File: src/rtl/ecc_hamming_pkg.sv
package ecc_hamming_pkg;
  localparam int unsigned BYTE_W = 8;
  typedef logic [BYTE_W-1:0] byte_t;
endpackage

File: src/rtl/ecc_col_parity.sv
module ecc_col_parity #(
  parameter int unsigned DATA_W = 8,
  localparam int unsigned CB    = $clog2(DATA_W),
  localparam int unsigned COL_W = 2 * CB
) (
  input  logic [DATA_W-1:0] data_i,
  output logic [COL_W-1:0]  col_o,
  output logic              par_o
);
  function automatic logic [DATA_W-1:0] hi_mask(input int j);
    logic [DATA_W-1:0] m;
    for (int b = 0; b < DATA_W; b++) m[b] = ((b >> j) & 1) == 1;
    return m;
  endfunction

  for (genvar j = 0; j < CB; j++) begin : g_grp
    localparam logic [DATA_W-1:0] HI = hi_mask(j);
    assign col_o[2*j]   = ^(data_i & ~HI);
    assign col_o[2*j+1] = ^(data_i &  HI);
  end

  assign par_o = ^data_i;
endmodule

File: src/rtl/ecc_line_accum.sv
module ecc_line_accum #(
  parameter int unsigned DATA_W      = 8,
  parameter int unsigned BLOCK_BYTES = 256,
  localparam int unsigned IDX_W  = $clog2(BLOCK_BYTES),
  localparam int unsigned COL_W  = 2 * $clog2(DATA_W),
  localparam int unsigned LINE_W = 2 * IDX_W,
  localparam int unsigned RAW_W  = LINE_W + COL_W,
  localparam int unsigned CODE_W = RAW_W + 2
) (
  input  logic              clk,
  input  logic              rst,
  input  logic              clear,
  input  logic              accept,
  input  logic [COL_W-1:0]  col_in,
  input  logic              par_in,
  output logic [RAW_W-1:0]  raw_q,
  output logic [CODE_W-1:0] code_q,
  output logic              done_q
);
  localparam logic [IDX_W-1:0] LAST_IDX = IDX_W'(BLOCK_BYTES - 1);

  logic [IDX_W-1:0]  idx_q;
  logic [LINE_W-1:0] line_q, line_nxt;
  logic [COL_W-1:0]  col_q, col_nxt;
  logic [RAW_W-1:0]  raw_nxt;
  logic              last_beat;

  for (genvar k = 0; k < IDX_W; k++) begin : g_line
    assign line_nxt[2*k]   = line_q[2*k]   ^ (par_in & ~idx_q[k]);
    assign line_nxt[2*k+1] = line_q[2*k+1] ^ (par_in &  idx_q[k]);
  end

  assign col_nxt   = col_q ^ col_in;
  assign raw_nxt   = {line_nxt, col_nxt};
  assign last_beat = accept && (idx_q == LAST_IDX);

  always_ff @(posedge clk) begin
    if (rst) begin
      idx_q  <= '0;
      line_q <= '0;
      col_q  <= '0;
      raw_q  <= '0;
      code_q <= '0;
      done_q <= 1'b0;
    end else begin
      done_q <= 1'b0;
      if (clear) begin
        idx_q  <= '0;
        line_q <= '0;
        col_q  <= '0;
      end else if (last_beat) begin
        raw_q  <= raw_nxt;
        code_q <= ~{raw_nxt, 2'b00};
        done_q <= 1'b1;
        idx_q  <= '0;
        line_q <= '0;
        col_q  <= '0;
      end else if (accept) begin
        idx_q  <= idx_q + IDX_W'(1);
        line_q <= line_nxt;
        col_q  <= col_nxt;
      end
    end
  end

  // completion is a single-cycle pulse
  a_r3_single_pulse: assert property (@(posedge clk) disable iff (rst)
    done_q |=> !done_q);
  // a clear never lets a slice complete on the next edge
  a_r8_clear_no_done: assert property (@(posedge clk) disable iff (rst)
    clear |=> !done_q);
  // without an accepted byte the running state is frozen
  a_r2_idle_hold: assert property (@(posedge clk) disable iff (rst)
    (!accept && !clear) |=> ($stable(idx_q) && $stable(line_q) && $stable(col_q)));
  // latched result only moves on completion
  a_r9_result_hold: assert property (@(posedge clk) disable iff (rst)
    !done_q |-> ($stable(raw_q) && $stable(code_q)));
endmodule

File: src/rtl/ecc_code_serializer.sv
module ecc_code_serializer #(
  parameter int unsigned CODE_W = 24,
  localparam int unsigned NB    = (CODE_W + 7) / 8,
  localparam int unsigned SER_W = NB * 8,
  localparam int unsigned CNT_W = $clog2(NB + 1)
) (
  input  logic              clk,
  input  logic              rst,
  input  logic              load,
  input  logic [CODE_W-1:0] code_i,
  output logic [7:0]        byte_o,
  output logic              byte_vld
);
  logic [SER_W-1:0] ser_word;
  logic [SER_W-1:0] sh_q;
  logic [CNT_W-1:0] left_q;

  assign ser_word = SER_W'(code_i);

  always_ff @(posedge clk) begin
    if (rst) begin
      sh_q     <= '0;
      left_q   <= '0;
      byte_o   <= '0;
      byte_vld <= 1'b0;
    end else begin
      byte_vld <= 1'b0;
      if (load) begin
        byte_o   <= ser_word[SER_W-1 -: 8];
        sh_q     <= ser_word << 8;
        left_q   <= CNT_W'(NB - 1);
        byte_vld <= 1'b1;
      end else if (left_q != '0) begin
        byte_o   <= sh_q[SER_W-1 -: 8];
        sh_q     <= sh_q << 8;
        left_q   <= left_q - CNT_W'(1);
        byte_vld <= 1'b1;
      end
    end
  end

  // a load starts the byte burst on the next cycle
  a_r7_burst_follows: assert property (@(posedge clk) disable iff (rst)
    load |=> byte_vld);
  // a burst never begins without a load
  a_r7_no_orphan: assert property (@(posedge clk) disable iff (rst)
    $rose(byte_vld) |-> $past(load));
endmodule

File: src/rtl/ecc_page_hamming_gen.sv
module ecc_page_hamming_gen
  import ecc_hamming_pkg::*;
#(
  parameter int unsigned DATA_W      = BYTE_W,
  parameter int unsigned BLOCK_BYTES = 256,
  localparam int unsigned COL_W  = 2 * $clog2(DATA_W),
  localparam int unsigned RAW_W  = 2 * $clog2(BLOCK_BYTES) + COL_W,
  localparam int unsigned CODE_W = RAW_W + 2
) (
  input  logic              clk,
  input  logic              rst,
  input  logic              ecc_clear,
  input  logic              ecc_en,
  input  logic              byte_valid,
  input  logic [DATA_W-1:0] byte_data,
  output logic [RAW_W-1:0]  raw_parity,
  output logic [CODE_W-1:0] code_word,
  output logic              code_valid,
  output byte_t             code_byte,
  output logic              code_byte_valid
);
  logic [COL_W-1:0] col_bits;
  logic             byte_par;
  logic             accept;

  assign accept = byte_valid & ecc_en;

  ecc_col_parity #(.DATA_W(DATA_W)) i_col (
    .data_i (byte_data),
    .col_o  (col_bits),
    .par_o  (byte_par)
  );

  ecc_line_accum #(.DATA_W(DATA_W), .BLOCK_BYTES(BLOCK_BYTES)) i_acc (
    .clk    (clk),
    .rst    (rst),
    .clear  (ecc_clear),
    .accept (accept),
    .col_in (col_bits),
    .par_in (byte_par),
    .raw_q  (raw_parity),
    .code_q (code_word),
    .done_q (code_valid)
  );

  ecc_code_serializer #(.CODE_W(CODE_W)) i_ser (
    .clk      (clk),
    .rst      (rst),
    .load     (code_valid),
    .code_i   (code_word),
    .byte_o   (code_byte),
    .byte_vld (code_byte_valid)
  );

  // an all-zero parity must present an all-ones code
  a_r10_erased_code: assert property (@(posedge clk) disable iff (rst)
    (code_valid && raw_parity == '0) |-> (&code_word));
  // the completion pulse and the byte burst never overlap
  a_r3_no_overlap: assert property (@(posedge clk) disable iff (rst)
    code_valid |-> !code_byte_valid);
endmodule

File: config.mk
export PLATFORM = sky130hd
export DESIGN_NAME = ecc_page_hamming_gen
export DESIGN_NICKNAME = d
export VERILOG_FILES = /design/src/rtl/ecc_hamming_pkg.sv /design/src/rtl/ecc_col_parity.sv /design/src/rtl/ecc_line_accum.sv /design/src/rtl/ecc_code_serializer.sv /design/src/rtl/ecc_page_hamming_gen.sv
export SDC_FILE = /design/constraint.sdc
export NUM_CORES = 1
export LEC_CHECK = 0
export ABC_AREA = 1
export BUFFER_PORTS_ARGS = -buffer_cell sky130_fd_sc_hd__buf_2
export CAP_MARGIN = 20
export CELL_PAD_IN_SITES_DETAIL_PLACEMENT = 0
export CELL_PAD_IN_SITES_GLOBAL_PLACEMENT = 1
export CORE_AREA = 4 4 106 108
export CTS_BUF_LIST = sky130_fd_sc_hd__clkbuf_8
export CTS_CLUSTER_DIAMETER = 200
export DETAILED_ROUTE_END_ITERATION = 16
export DIE_AREA = 0 0 110 112
export PLACE_DENSITY_LB_ADDON = 0.1
export SYNTH_ARGS = -nofsm -noshare
export SYNTH_HDL_FRONTEND = slang
export SYNTH_SLANG_ARGS = --single-unit
File: constraint.sdc
create_clock -name clk -period 4.8 [get_ports clk]
set_clock_uncertainty 0.15 [all_clocks]
set_input_delay 0 -clock clk [delete_from_list [all_inputs] [get_ports clk]]
set_output_delay 0 -clock clk [all_outputs]
set_load 0.03 [all_outputs]
==> impl_metrics.tcl <==
set metrics [dict create \
    wire_per_inst_um 13.9 \
    setup_viol 0 \
    gp_congestion 0.829 \
    critical_path.max_fanout 22 \
    worstSetupEndpointType "flip-flop" \
    p_per_area_nw_per_um2 291 \
    setup_tns_ns 0 \
    placementRows 37 \
    synth-edff-count 0 \
    cp.arrival_ns 2.50 \
    relSlewSlack_pct 31.0 \
    power.leakage_nw 2.55 \
    async_reset_ff_share_pct 0 \
    grt_usage_pct 19.6 \
    ir_worst_vdd_mv 0.184 \
    overflow 0 \
    die_h_um 112 \
    dieArea_um2 12300 \
    rsz0062_at_grt "false" \
    grt_pass1_vias 3868 \
    hold_violations 0 \
    synthTopCellsByArea "dfxtp_1, nand2_1, inv_1, a21oi_1, nand3_1" \
    grt_pass1_wl_um 19100 \
    synth_most_common_cell "nand2_1" \
    dp_worst_setup_slack_ns 2.39 \
    cts_root_buf "clkbuf_8" \
    die_w_um 110 \
    hp-class "in2reg" \
    io_pins 69 \
    vias 4071 \
    synth_top_area_share_pct 44.0 \
    drtIter0Drc 248 \
    drc 0 \
    nFillCells 1075 \
    outcome "complete, no violations" \
    synth_fp_nets 642 \
    cp.required_ns 4.89 \
    clkSinkCount 102 \
    ys_types 39 \
    viasPerCell 4.94 \
    grt_max_degree 36 \
    ys_seq_elements 102 \
    fin_nets 697 \
    drtAntennaViolNets 0 \
    tritoncts "yes" \
    layout_setup_ws_ns 2.39 \
    routed_wl_um 11400 \
    io_buffers 68 \
    ys_warn_count 0 \
    post_cts_buffers 0 \
    netlist_top_cells_count "nand2_1, dfxtp_1, inv_1" \
    ys_dominant_reg_cell "dfxtp_1" \
    clk_path_buf_depth 2 \
    drive_above_1_share_pct 18.6 \
    timing.final.crit_period_ns 2.41 \
    synthCells 628 \
    cts_buffers 9 \
    diodes 0 \
    tightest_slew_ns 1.03 \
    antenna_found_initial 0 \
    dp_hpwl_um 8070 \
    core_um2 10200 \
    syn-cell-area_um2 4640 \
    syn-mean-instance-area_um2 7.39 \
    htreeDepth 3 \
    clk_pin_slew_worst_paths_ns 0.11 \
    initial_core_util_pct 45.4 \
    max_freq_ghz 0.415 \
    ys_seq_area_share_pct 44.0 \
    r2r_slack_ns 2.39 \
    clk_latency_ns 0.37 \
    crit_type "reg2reg" \
    report.final.slew_viol_count 0 \
    fin_hold_ws_ns 0.0648 \
    post-route-period-util_pct 50.3 \
    synth.largest_area_cell "dfxtp_1" \
    total_power_mw 1.53 \
    max_cap_viol_count 0 \
    area_growth_pct 13.2 \
    first_pass_iters 4 \
    startpoint_type "flip-flop" \
]
-- cells by family after synthesis --
logic type                 Yosys count  synth area share [%]
DFF                                102                  44.0
AOI/OAI and AO/OA                  103                  12.5
buffers and inverters              116                  10.4
and+or+nand+nor                    291                  30.0
xor gates and xnor gates            15                  2.83
adders and majority gates            1                 0.269
-- cells in the final DEF (no fill, tap or decap), drive strengths merged --
| cell type | n |
|---|---|
| dlygate4sd3 | 2 |
| or2 | 12 |
| xor2 | 7 |
| nand3 | 52 |
| nor4 | 1 |
| o32ai | 3 |
| buf | 73 |
| nor2 | 27 |
| a22oi | 1 |
| clkinv | 2 |
| dfxtp | 102 |
| o22ai | 5 |
| ha | 1 |
| o211a | 1 |
| o21ai | 25 |
| clkbuf | 10 |
| nor3b | 1 |
| nand2 | 173 |
| nand4 | 18 |
| o21a | 1 |
| a21oi | 58 |
| xnor2 | 8 |
| inv | 89 |
| o211ai | 1 |
| a31oi | 8 |
| nor3 | 7 |
-- per-stage QoR --
stage	cell area, um^2	instances	util (%)
floorplan	4640	628	-
global placement	5020	805	49.1
detailed placement	5020	805	49.1
CTS	5240	823	51.2
global route	5250	824	51.4
finish	5250	824	51.4
-- report_power, final --
part | internal (mW) | switching (mW)
clock | 0.219 | 0.327
sequential | 0.853 | 0.00397
combinational | 0.0397 | 0.0879
total | 1.11 | 0.419
-- final timing paths --
kind | from | endpoint | depth (start not counted)
setup reg to reg | i_acc.idx_q[5] | i_acc.raw_q[10] | 5
hold / removal | byte_data[3] | i_acc.code_q[3] | 4
setup / recovery | i_acc.idx_q[5] | i_acc.raw_q[10] | 5
hold reg to reg | i_ser.sh_q[11] | i_ser.sh_q[11] | 2
-- layer usage --
layer,vias up,GRT usage [%],part of all wire [%]
met5,-,0,0
met1,1844,27.5,48
met2,82,30.3,46
met3,11,4.17,5.1
met4,0,5.07,1.2
li1,2134,-,-
-- repair_timing --
item / CTS / global route
resized for setup: 0 / 0
endpoints found under the hold margin: 6 / 0
endpoints found under the setup margin: 0 / 0
hold buffers: 2 / 0
-- registers in the layout, summed over array words and instances (netlist names), 2 cells and up --
| register | count |
|---|---|
| i_acc.raw_q | 22 |
| i_acc.col_q | 6 |
| i_ser.sh_q | 15 |
| i_acc.line_q | 16 |
| i_ser.byte_o | 8 |
| i_ser.left_q | 2 |
| i_acc.idx_q | 8 |
| i_acc.code_q | 23 |
-- worst max-delay path: stages, from the launching register on --
cell     delay (ns)
dfxtp_1        0.55
inv_1          0.17
nor4_1         0.32
nand3_1        0.73
nand2_1        0.29
a21oi_2        0.07
-- layout make-up --
| cell class | count | area (um^2) | share of cell area (%) |
|---|---|---|---|
| tap | 136 | 170 | 3.24 |
| inverter | 85 | 319 | 6.07 |
| clock buffer | 10 | 138 | 2.62 |
| timing repair buffer | 75 | 405 | 7.72 |
| sequential | 102 | 2040 | 38.9 |
| multi-input combinational | 410 | 2120 | 40.3 |
| clock inverter | 6 | 62.6 | 1.19 |
(Power assumes the default switching activity.)
